===== config.mk =====
export PLATFORM = sky130hd
export DESIGN_NAME = dac_serial_router
export DESIGN_NICKNAME = d
export VERILOG_FILES = /design/src/rtl/dac_router_pkg.sv /design/src/rtl/dac_frame_ctrl.sv /design/src/rtl/dac_chan_capture.sv /design/src/rtl/dac_serial_router.sv
export SDC_FILE = /design/constraint.sdc
export NUM_CORES = 1
export LEC_CHECK = 0
export BUFFER_PORTS_ARGS = -buffer_cell sky130_fd_sc_hd__buf_2
export CORE_MARGIN = 8
export CORE_UTILIZATION = 30
export CTS_CLUSTER_DIAMETER = 150
export DETAILED_ROUTE_END_ITERATION = 6
export SLEW_MARGIN = 20
export SYNTH_ARGS = -nofsm -noshare
export SYNTH_HDL_FRONTEND = slang
export SYNTH_SLANG_ARGS = --single-unit

===== constraint.sdc =====
create_clock -name bclk -period 1.85 [get_ports bclk]
set_input_delay 0.185 -clock bclk [delete_from_list [all_inputs] [get_ports bclk]]
set_output_delay 0.185 -clock bclk [all_outputs]
set_load 0.03 [all_outputs]

===== src/rtl/dac_router_pkg.sv =====
package dac_router_pkg;

   typedef enum logic [1:0] {
      WS_16  = 2'd0,
      WS_20  = 2'd1,
      WS_24  = 2'd2,
      WS_24B = 2'd3
   } wsel_e;

   typedef struct packed {
      logic  tdm;
      logic  replicate;
      wsel_e wsel;
   } mode_t;

   function automatic int unsigned word_bits(wsel_e w);
      case (w)
         WS_16:   return 16;
         WS_20:   return 20;
         default: return 24;
      endcase
   endfunction

endpackage


===== src/rtl/dac_frame_ctrl.sv =====
module dac_frame_ctrl
   import dac_router_pkg::*;
#(
   parameter int PAIRS     = 4,
   parameter int SLOT_BITS = 32,
   localparam int POS_W    = $clog2(2 * PAIRS * SLOT_BITS)
) (
   input  logic             clk,
   input  logic             rst_n,
   input  logic             lrck,
   input  mode_t            mode_in,
   output mode_t            mode_act,
   output logic [POS_W-1:0] pos,
   output logic             frame_done
);

   localparam logic [POS_W-1:0] STEREO_LAST = POS_W'(2 * SLOT_BITS - 1);
   localparam logic [POS_W-1:0] TDM_LAST    = '1;
   localparam logic [POS_W-1:0] RIGHT_START = POS_W'(SLOT_BITS);

   logic  lrck_q;
   logic  sync_q;
   logic  fall, rise, start_cur;
   mode_t nxt;

   assign fall      = lrck_q & ~lrck;
   assign rise      = ~lrck_q & lrck;
   assign start_cur = mode_act.tdm ? rise : fall;
   assign nxt       = start_cur ? mode_in : mode_act;
   assign frame_done = start_cur && sync_q &&
                       (pos == (mode_act.tdm ? TDM_LAST : STEREO_LAST));

   always_ff @(posedge clk) begin
      if (!rst_n) begin
         lrck_q   <= lrck;
         mode_act <= mode_in;
         sync_q   <= 1'b0;
         pos      <= '1;
      end else begin
         lrck_q   <= lrck;
         mode_act <= nxt;
         if ((nxt.tdm && rise) || (!nxt.tdm && fall)) begin
            pos    <= '0;
            sync_q <= 1'b1;
         end else if (!nxt.tdm && rise) begin
            pos <= RIGHT_START;
            if (start_cur) sync_q <= 1'b0;
         end else begin
            if (start_cur) sync_q <= 1'b0;
            if (pos != '1) pos <= pos + 1'b1;
         end
      end
   end

endmodule


===== src/rtl/dac_chan_capture.sv =====
module dac_chan_capture #(
   parameter int OUT_W   = 24,
   parameter int SLOT_LG = 5
) (
   input  logic               clk,
   input  logic               rst_n,
   input  logic               en,
   input  logic [SLOT_LG-1:0] idx,
   input  logic [SLOT_LG:0]   wbits,
   input  logic               sd,
   output logic [OUT_W-1:0]   word
);

   localparam logic [OUT_W-1:0] TOP_BIT = {1'b1, {(OUT_W-1){1'b0}}};

   logic [OUT_W-1:0] sel;
   assign sel = TOP_BIT >> idx;

   always_ff @(posedge clk) begin
      if (!rst_n) begin
         word <= '0;
      end else if (en) begin
         if (idx == '0)
            word <= sd ? TOP_BIT : '0;
         else if ({1'b0, idx} < wbits)
            word <= sd ? (word | sel) : (word & ~sel);
      end
   end

endmodule


===== src/rtl/dac_serial_router.sv =====
module dac_serial_router
   import dac_router_pkg::*;
#(
   parameter int PAIRS     = 4,
   parameter int SLOT_BITS = 32,
   parameter int OUT_W     = 24
) (
   input  logic                       bclk,
   input  logic                       rst_n,
   input  logic                       lrck,
   input  logic [PAIRS-1:0]           sdin,
   input  logic                       tdm_mode,
   input  logic                       replicate,
   input  logic [1:0]                 width_sel,
   output logic [2*PAIRS*OUT_W-1:0]   words,
   output logic                       frame_valid
);

   localparam int NCH     = 2 * PAIRS;
   localparam int SLOT_LG = $clog2(SLOT_BITS);
   localparam int POS_W   = $clog2(NCH * SLOT_BITS);
   localparam int CH_W    = $clog2(NCH);

   if (OUT_W < 24 || OUT_W > SLOT_BITS) begin : g_bad_width
      $error("OUT_W must hold a 24-bit word and fit a slot");
   end
   if ((SLOT_BITS & (SLOT_BITS - 1)) != 0) begin : g_bad_slot
      $error("SLOT_BITS must be a power of two");
   end
   if (PAIRS < 2 || (PAIRS & (PAIRS - 1)) != 0) begin : g_bad_pairs
      $error("PAIRS must be a power of two of at least 2");
   end

   mode_t              mode_in, mode_act;
   logic [POS_W-1:0]   pos;
   logic               done;
   logic [SLOT_LG:0]   wbits;
   logic [SLOT_LG-1:0] idx;
   logic [CH_W-1:0]    slot;
   logic               in_span;
   logic               rep_act;
   logic [1:0]         wsel_act;
   logic [OUT_W-1:0]   cap [NCH];

   assign mode_in.tdm       = tdm_mode;
   assign mode_in.replicate = replicate;
   assign mode_in.wsel      = wsel_e'(width_sel);

   dac_frame_ctrl #(.PAIRS(PAIRS), .SLOT_BITS(SLOT_BITS)) u_ctrl (
      .clk(bclk), .rst_n(rst_n), .lrck(lrck), .mode_in(mode_in),
      .mode_act(mode_act), .pos(pos), .frame_done(done)
   );

   assign wbits    = (SLOT_LG + 1)'(word_bits(mode_act.wsel));
   assign idx      = pos[SLOT_LG-1:0];
   assign slot     = pos[POS_W-1:SLOT_LG];
   assign in_span  = (slot[CH_W-1:1] == '0);
   assign rep_act  = mode_act.replicate;
   assign wsel_act = mode_act.wsel;

   for (genvar ch = 0; ch < NCH; ch++) begin : g_chan
      logic en, line;
      assign en   = mode_act.tdm ? (slot == CH_W'(ch))
                                 : (in_span && (slot[0] == ch[0]));
      assign line = mode_act.tdm ? sdin[0] : sdin[ch / 2];

      dac_chan_capture #(.OUT_W(OUT_W), .SLOT_LG(SLOT_LG)) u_cap (
         .clk(bclk), .rst_n(rst_n), .en(en), .idx(idx), .wbits(wbits),
         .sd(line), .word(cap[ch])
      );

      logic [OUT_W-1:0] src;
      if (ch < 2) begin : g_direct
         assign src = cap[ch];
      end else begin : g_fanout
         assign src = mode_act.replicate ? cap[ch % 2] : cap[ch];
      end

      always_ff @(posedge bclk) begin
         if (!rst_n)    words[ch*OUT_W +: OUT_W] <= '0;
         else if (done) words[ch*OUT_W +: OUT_W] <= src;
      end
   end

   always_ff @(posedge bclk) begin
      if (!rst_n) frame_valid <= 1'b0;
      else        frame_valid <= done;
   end

endmodule


**After elaboration in Yosys (flattened, before gate mapping)**

Cells that the tools add are included.

- Order comparisons: 1
- Bitwise gates (word level): 22
- Shift-type cells: 1
- $add $sub $neg: 1
- Equal/unequal tests: 11
- Mux-type cells: 55
- Reduce and logical (&&, ||, !) cells: 24

Operators with widths:

| cell | number |
|---|---|
| $mux 24 | 34 |
| $and 24x24->24 | 8 |
| $or 24x24->24 | 8 |
| $mux 8 | 4 |
| $not 24->24 | 1 |
| $shr 24x5->24 const A | 1 |
| $reduce_and 2->1 | 8 |
| $mux 1 | 14 |
| $eq 3x3->1 const B | 4 |
| $add 8x1->8 const B | 1 |
| $eq 8x8->1 | 1 |
| $mux 4 | 2 |
| $ne 8x8->1 const B | 1 |
| $pmux 4 s2 | 1 |
| $logic_and 1x1->1 | 7 |
| $eq 3x2->1 const B | 2 |
| $logic_not 5->1 | 1 |
| $lt 5x5->1 | 1 |
| $logic_not 2->1 | 2 |
| $reduce_bool 2->1 | 2 |
| $eq 3x1->1 const B | 1 |
| $logic_not 3->1 | 1 |
| $not 1->1 | 3 |
| $reduce_bool 3->1 | 1 |
| other kinds (5) | 6 |

- Output and inout port bits: 193
- Bits in registers: 399

**Longest topological paths before layout**

- Depth in word-level cells: 8
- Mapped depth: 9
- Mapped depth without buffers: 6

**Cells and area by module**

From an unflattened synthesis, not the netlist that was laid out.

- Cell total of the unflattened synthesis: 2407
- Area, all modules: 20457.1 µm²

By module, submodules not included:

| module | cells an instance | instances | area an instance (µm²) |
|---|---|---|---|
| dac_serial_router | 876 | 1 | 8013.9 |
| dac_chan_capture (g_chan[4].u_cap ...) | 183 | 4 | 1473.9 |
| dac_chan_capture (g_chan[0].u_cap ...) | 180 | 4 | 1453.9 |
| dac_frame_ctrl | 79 | 1 | 732.0 |

**Worst setup path after synthesis**

Ideal clock, no wire load.

- Path type: register to register
- Start point: reg u_ctrl.pos[0]
- End point: reg with a tool-made name
- Period minus slack after synthesis: 1.981 ns
- Cell stages (with the launch flop): 8
- Data required time: 1.759 ns
- Slack: -0.131 ns
- Arrival: 1.890 ns
- Library setup time: 0.091 ns
- Cell sequence: dfxtp_1 > inv_1 > ha_1 > or4b_2 > buf_2 > a211oi_1 > nor2_1 > a311oi_1

RTL lines:

| element | RTL line | text |
|---|---|---|
| start, declared | dac_frame_ctrl.sv:13 | `output logic [POS_W-1:0] pos,` |
| start signal, assigned | dac_frame_ctrl.sv:50 | `if (pos != '1) pos <= pos + 1'b1;` |

**Worst setup path in the final report**

- Start point: reg u_ctrl.mode_act[3] (netlist name)
- End point: reg words[35]

- Longest elaborated chain between the ends: 3

Ends and longest elaborated chain:

| element | RTL line | text |
|---|---|---|
| $mux 8 or $mux 1 (tied branches) | dac_frame_ctrl.sv:31, dac_frame_ctrl.sv:28 |  |
| $eq 8x8->1 or $logic_and 1x1->1 (tied branches) | dac_frame_ctrl.sv:31, dac_frame_ctrl.sv:30 |  |
| $logic_and 1x1->1 (*) | dac_frame_ctrl.sv:30 | `assign frame_done = start_cur && sync_q &&` |
| end signal, assigned by index | dac_serial_router.sv:81 | `else if (done) words[ch*OUT_W +: OUT_W] <= src;` |
| end, declared | dac_serial_router.sv:15 | `output logic [2*PAIRS*OUT_W-1:0] words,` |

Every way passes the cells marked *; elsewhere a longest branch is shown, timed or not.
A chain may end at the register's enable or synchronous reset.

==> results.json <==
{
  "pin_count": 204,
  "setup_viol": 313,
  "synth.area.mux_share_pct": 8.81,
  "crit_required_ns": 2.32,
  "hp-class": "input pin to register",
  "synthToLayoutAreaGrowth_pct": 44.8,
  "tightest_slew_ns": 0.703,
  "drtPass1Iterations": 7,
  "synth_simple_gate_area_share_pct": 12.5,
  "drc": 4,
  "fillerInstances": 5377,
  "grt_pass1_vias": 16700,
  "vias": 17200,
  "cts_tree": "done",
  "synth_compound_area_share_pct": 25.5,
  "synth_top_family_by_area": "compound AO/OA/AOI/OAI gates",
  "drt-initial-drc-count": 1358,
  "core_mm2": 0.0563,
  "wirelength_um": 75400,
  "h-tree-depth": 2,
  "worstPathMaxFanout": 15,
  "setup.worst_path.start": "u_ctrl.mode_act[3]$_DFF_P_",
  "netlist_area_mm2": 0.0171,
  "grt-ovfl-total": 0,
  "fin_ws_ns": -0.186,
  "antenna_left": 0,
  "hold_viol": 0,
  "fin_crit_sh_pct": 110,
  "start_kind": "register",
  "ys.flop_type": "dfxtp_1",
  "maxCapViolCount": 0,
  "ys_seq_area_share_pct": 47.0,
  "finalSetupTns_ns": -33.80,
  "drive_above_1_share_pct": 34.4,
  "clock_sinks": 399,
  "antenna_found_initial": 3,
  "die_h_um": 254,
  "violations": "design-rule violations, negative setup slack",
  "finalNetCount": 2290,
  "cts_root_buf": "clkbuf_16",
  "synth_edf_count": 3,
  "worstPathCellList": "or3b_4, a221oi_4, buf_6, and2_4, buf_4, buf_6, buf_16, o21ai_0",
  "slew_headroom_pct": 53.1,
  "layout_common_cells": "dfxtp_1, buf_4, buf_2, a21oi_1, nand2_1",
  "fin_crit_ns": 2.04,
  "layout.cells.most_common": "dfxtp_1",
  "synthesis.nets": 1908,
  "status": "finished, violations left",
  "timing.critical_path.mode_cell": "buf_6",
  "clock_path_buffers": 3,
  "grt_usage_pct": 21.7,
  "cpPeakStageDelay_ns": 0.40,
  "cp_slowest_cell": "or3b_4",
  "synth_seq_cells": 399,
  "finalMaxSlewViolations": 0,
  "viasPerCell": 5.61,
  "netlist_instances": 1890,
  "clkTransAtPathRegs_ns": 0.06,
  "grt_setup_unrepaired": "yes",
  "post_drt_wl_per_cell_um": 24.6,
  "grt_pass1_wl_um": 108000,
  "synthArstFlopShare_pct": 0,
  "max_freq_mhz": 491,
  "reg2reg_depth": 8,
  "cts_buffers": 43,
  "place_ws_ns": -0.549,
  "start_util_pct": 30.3,
  "power_density_mw_per_mm2": 908,
  "synth_fa_ha_area_share_pct": 0.514,
  "die_w_um": 254,
  "clock_skew_ns": 0.0250,
  "place_congestion": 0.974,
  "clock_latency_ns": 0.59,
  "rows": 87,
  "endpoint": "words[35]$_SDFFE_PN0P_",
  "timing.rr.start": "u_ctrl.mode_act[3]$_DFF_P_",
  "yosys.area_share.xor_xnor_pct": 0.360,
  "worstSetupPathType": "register to register",
  "critPathCaptureType": "register",
  "grt_max_degree": 111,
  "dp_hpwl_um": 51100,
  "max-vdd-ir-drop_mv": 0.628,
  "worstReg2RegEnd": "words[35]$_SDFFE_PN0P_",
  "synth.distinct_cells": 60,
  "crit_arrival_ns": 2.50,
  "r2r_slack_ns": -0.19,
  "syn_area_per_cell_um2": 9.02,
  "leakage_nw": 9.80,
  "port_buffers": 203,
  "dieArea_mm2": 0.0647,
  "yosysWarnings": 0
}
[Yosys cell counts (37+ instances only)]
master    number  share of area [%]
a211oi_1      94                4.1
a21oi_1      192                5.6
buf_2         46                1.4
clkbuf_1     131                2.9
dfxtp_1      396                 46
mux2i_1      150                8.8
nand2_1      164                3.6
nand3_1       85                2.5
nand4_1       53                1.9
nor2_1        37               0.81
o211a_1       49                2.9
o21ai_0      223                6.5
o311ai_0      54                2.8
[stage by stage]
stage / area [um^2] / total power, mW / utilization (%) / hold WS [ns] / cells
floorplan: 17200 / 10.5 / - / 0.213 / 1890
global placement: 20500 / 12.1 / 36.5 / 0.443 / 2909
detailed placement: 20500 / 12.1 / 36.5 / 0.449 / 2909
CTS: 23800 / 21.9 / 42.2 / 0.0515 / 3028
global route: 24700 / 23.0 / 43.9 / 0.0890 / 3061
finish: 24700 / 22.4 / 43.9 / 0.0687 / 3061
[worst max-delay path: cells and delay by family (launching register included)]
family	cells	cell delay [ns]
AOI/OAI and AO/OA	2	0.38
buffers and inverters	4	0.59
DFF	1	0.34
and+or+nand+nor	2	0.61
[layer usage]
metal / up-vias / wire length, um / GRT usage [%]
met5: - / 22 / 0
li1: 7859 / - / -
met3: 206 / 5580 / 5.01
met4: 4 / 4060 / 9.94
met2: 666 / 34400 / 35.1
met1: 8430 / 31300 / 27.4
[sequential cells by signal, indices dropped and copies added, names as in the netlist, named ones only]
| register | flops |
|---|---|
| u_ctrl.pos | 8 |
| u_ctrl.lrck_q | 1 |
| words | 192 |
| g_chan.u_cap.word | 184 |
| u_ctrl.mode_act | 4 |
| u_ctrl.sync_q | 1 |
| frame_valid | 1 |
[area by class of cell]
type | instances | area [um^2] | share of cell area (%)
inverter | 19 | 78.8 | 0.319
multi-input combinational | 1280 | 9460 | 38.3
timing repair buffer | 529 | 4690 | 19.0
tap | 756 | 946 | 3.83
antenna | 1 | 2.50 | 0.0101
clock inverter | 22 | 269 | 1.09
clock buffer | 55 | 1210 | 4.91
sequential | 399 | 8030 | 32.5
[how the worst min path moves through the flow]
| stage | from | to | slack [ns] | cells past startpoint |
|---|---|---|---|---|
| after floorplan | lrck | u_ctrl.lrck_q$_DFF_P_ | 0.21 | 0 |
| after global placement | words[42]$_SDFFE_PN0P_ | words[42]$_SDFFE_PN0P_ | 0.44 | 2 |
| after detailed placement | words[17]$_SDFFE_PN0P_ | words[17]$_SDFFE_PN0P_ | 0.45 | 2 |
| after CTS | sdin[0] | register | 0.05 | 4 |
| after global routing | sdin[0] | register | 0.09 | 4 |
| final | sdin[0] | register | 0.07 | 4 |
[report_power, final]
group,switching [mW],internal [mW]
sequential,0.0706,8.67
clock,3.80,5.36
combinational,2.70,1.82
total,6.57,15.9
[cell families after synthesis]
kind of cell | Yosys count
compound gates | 696
fa+ha+maj | 7
xor+xnor | 7
buf+inv | 213
simple gates | 418
mux | 150
flops | 399
[timing repair]
| action | 4_1_cts | 5_1_grt |
|---|---|---|
| pin swaps | 68 | 25 |
| endpoints found under the hold margin | 7 | 0 |
| hold buffers | 6 | 0 |
| gates resized for setup | 334 | 149 |
| cloned | 18 | 11 |
| setup endpoints to repair | 385 | 379 |
| buffers inserted | 20 | 22 |
(Power assumes the default switching activity.)
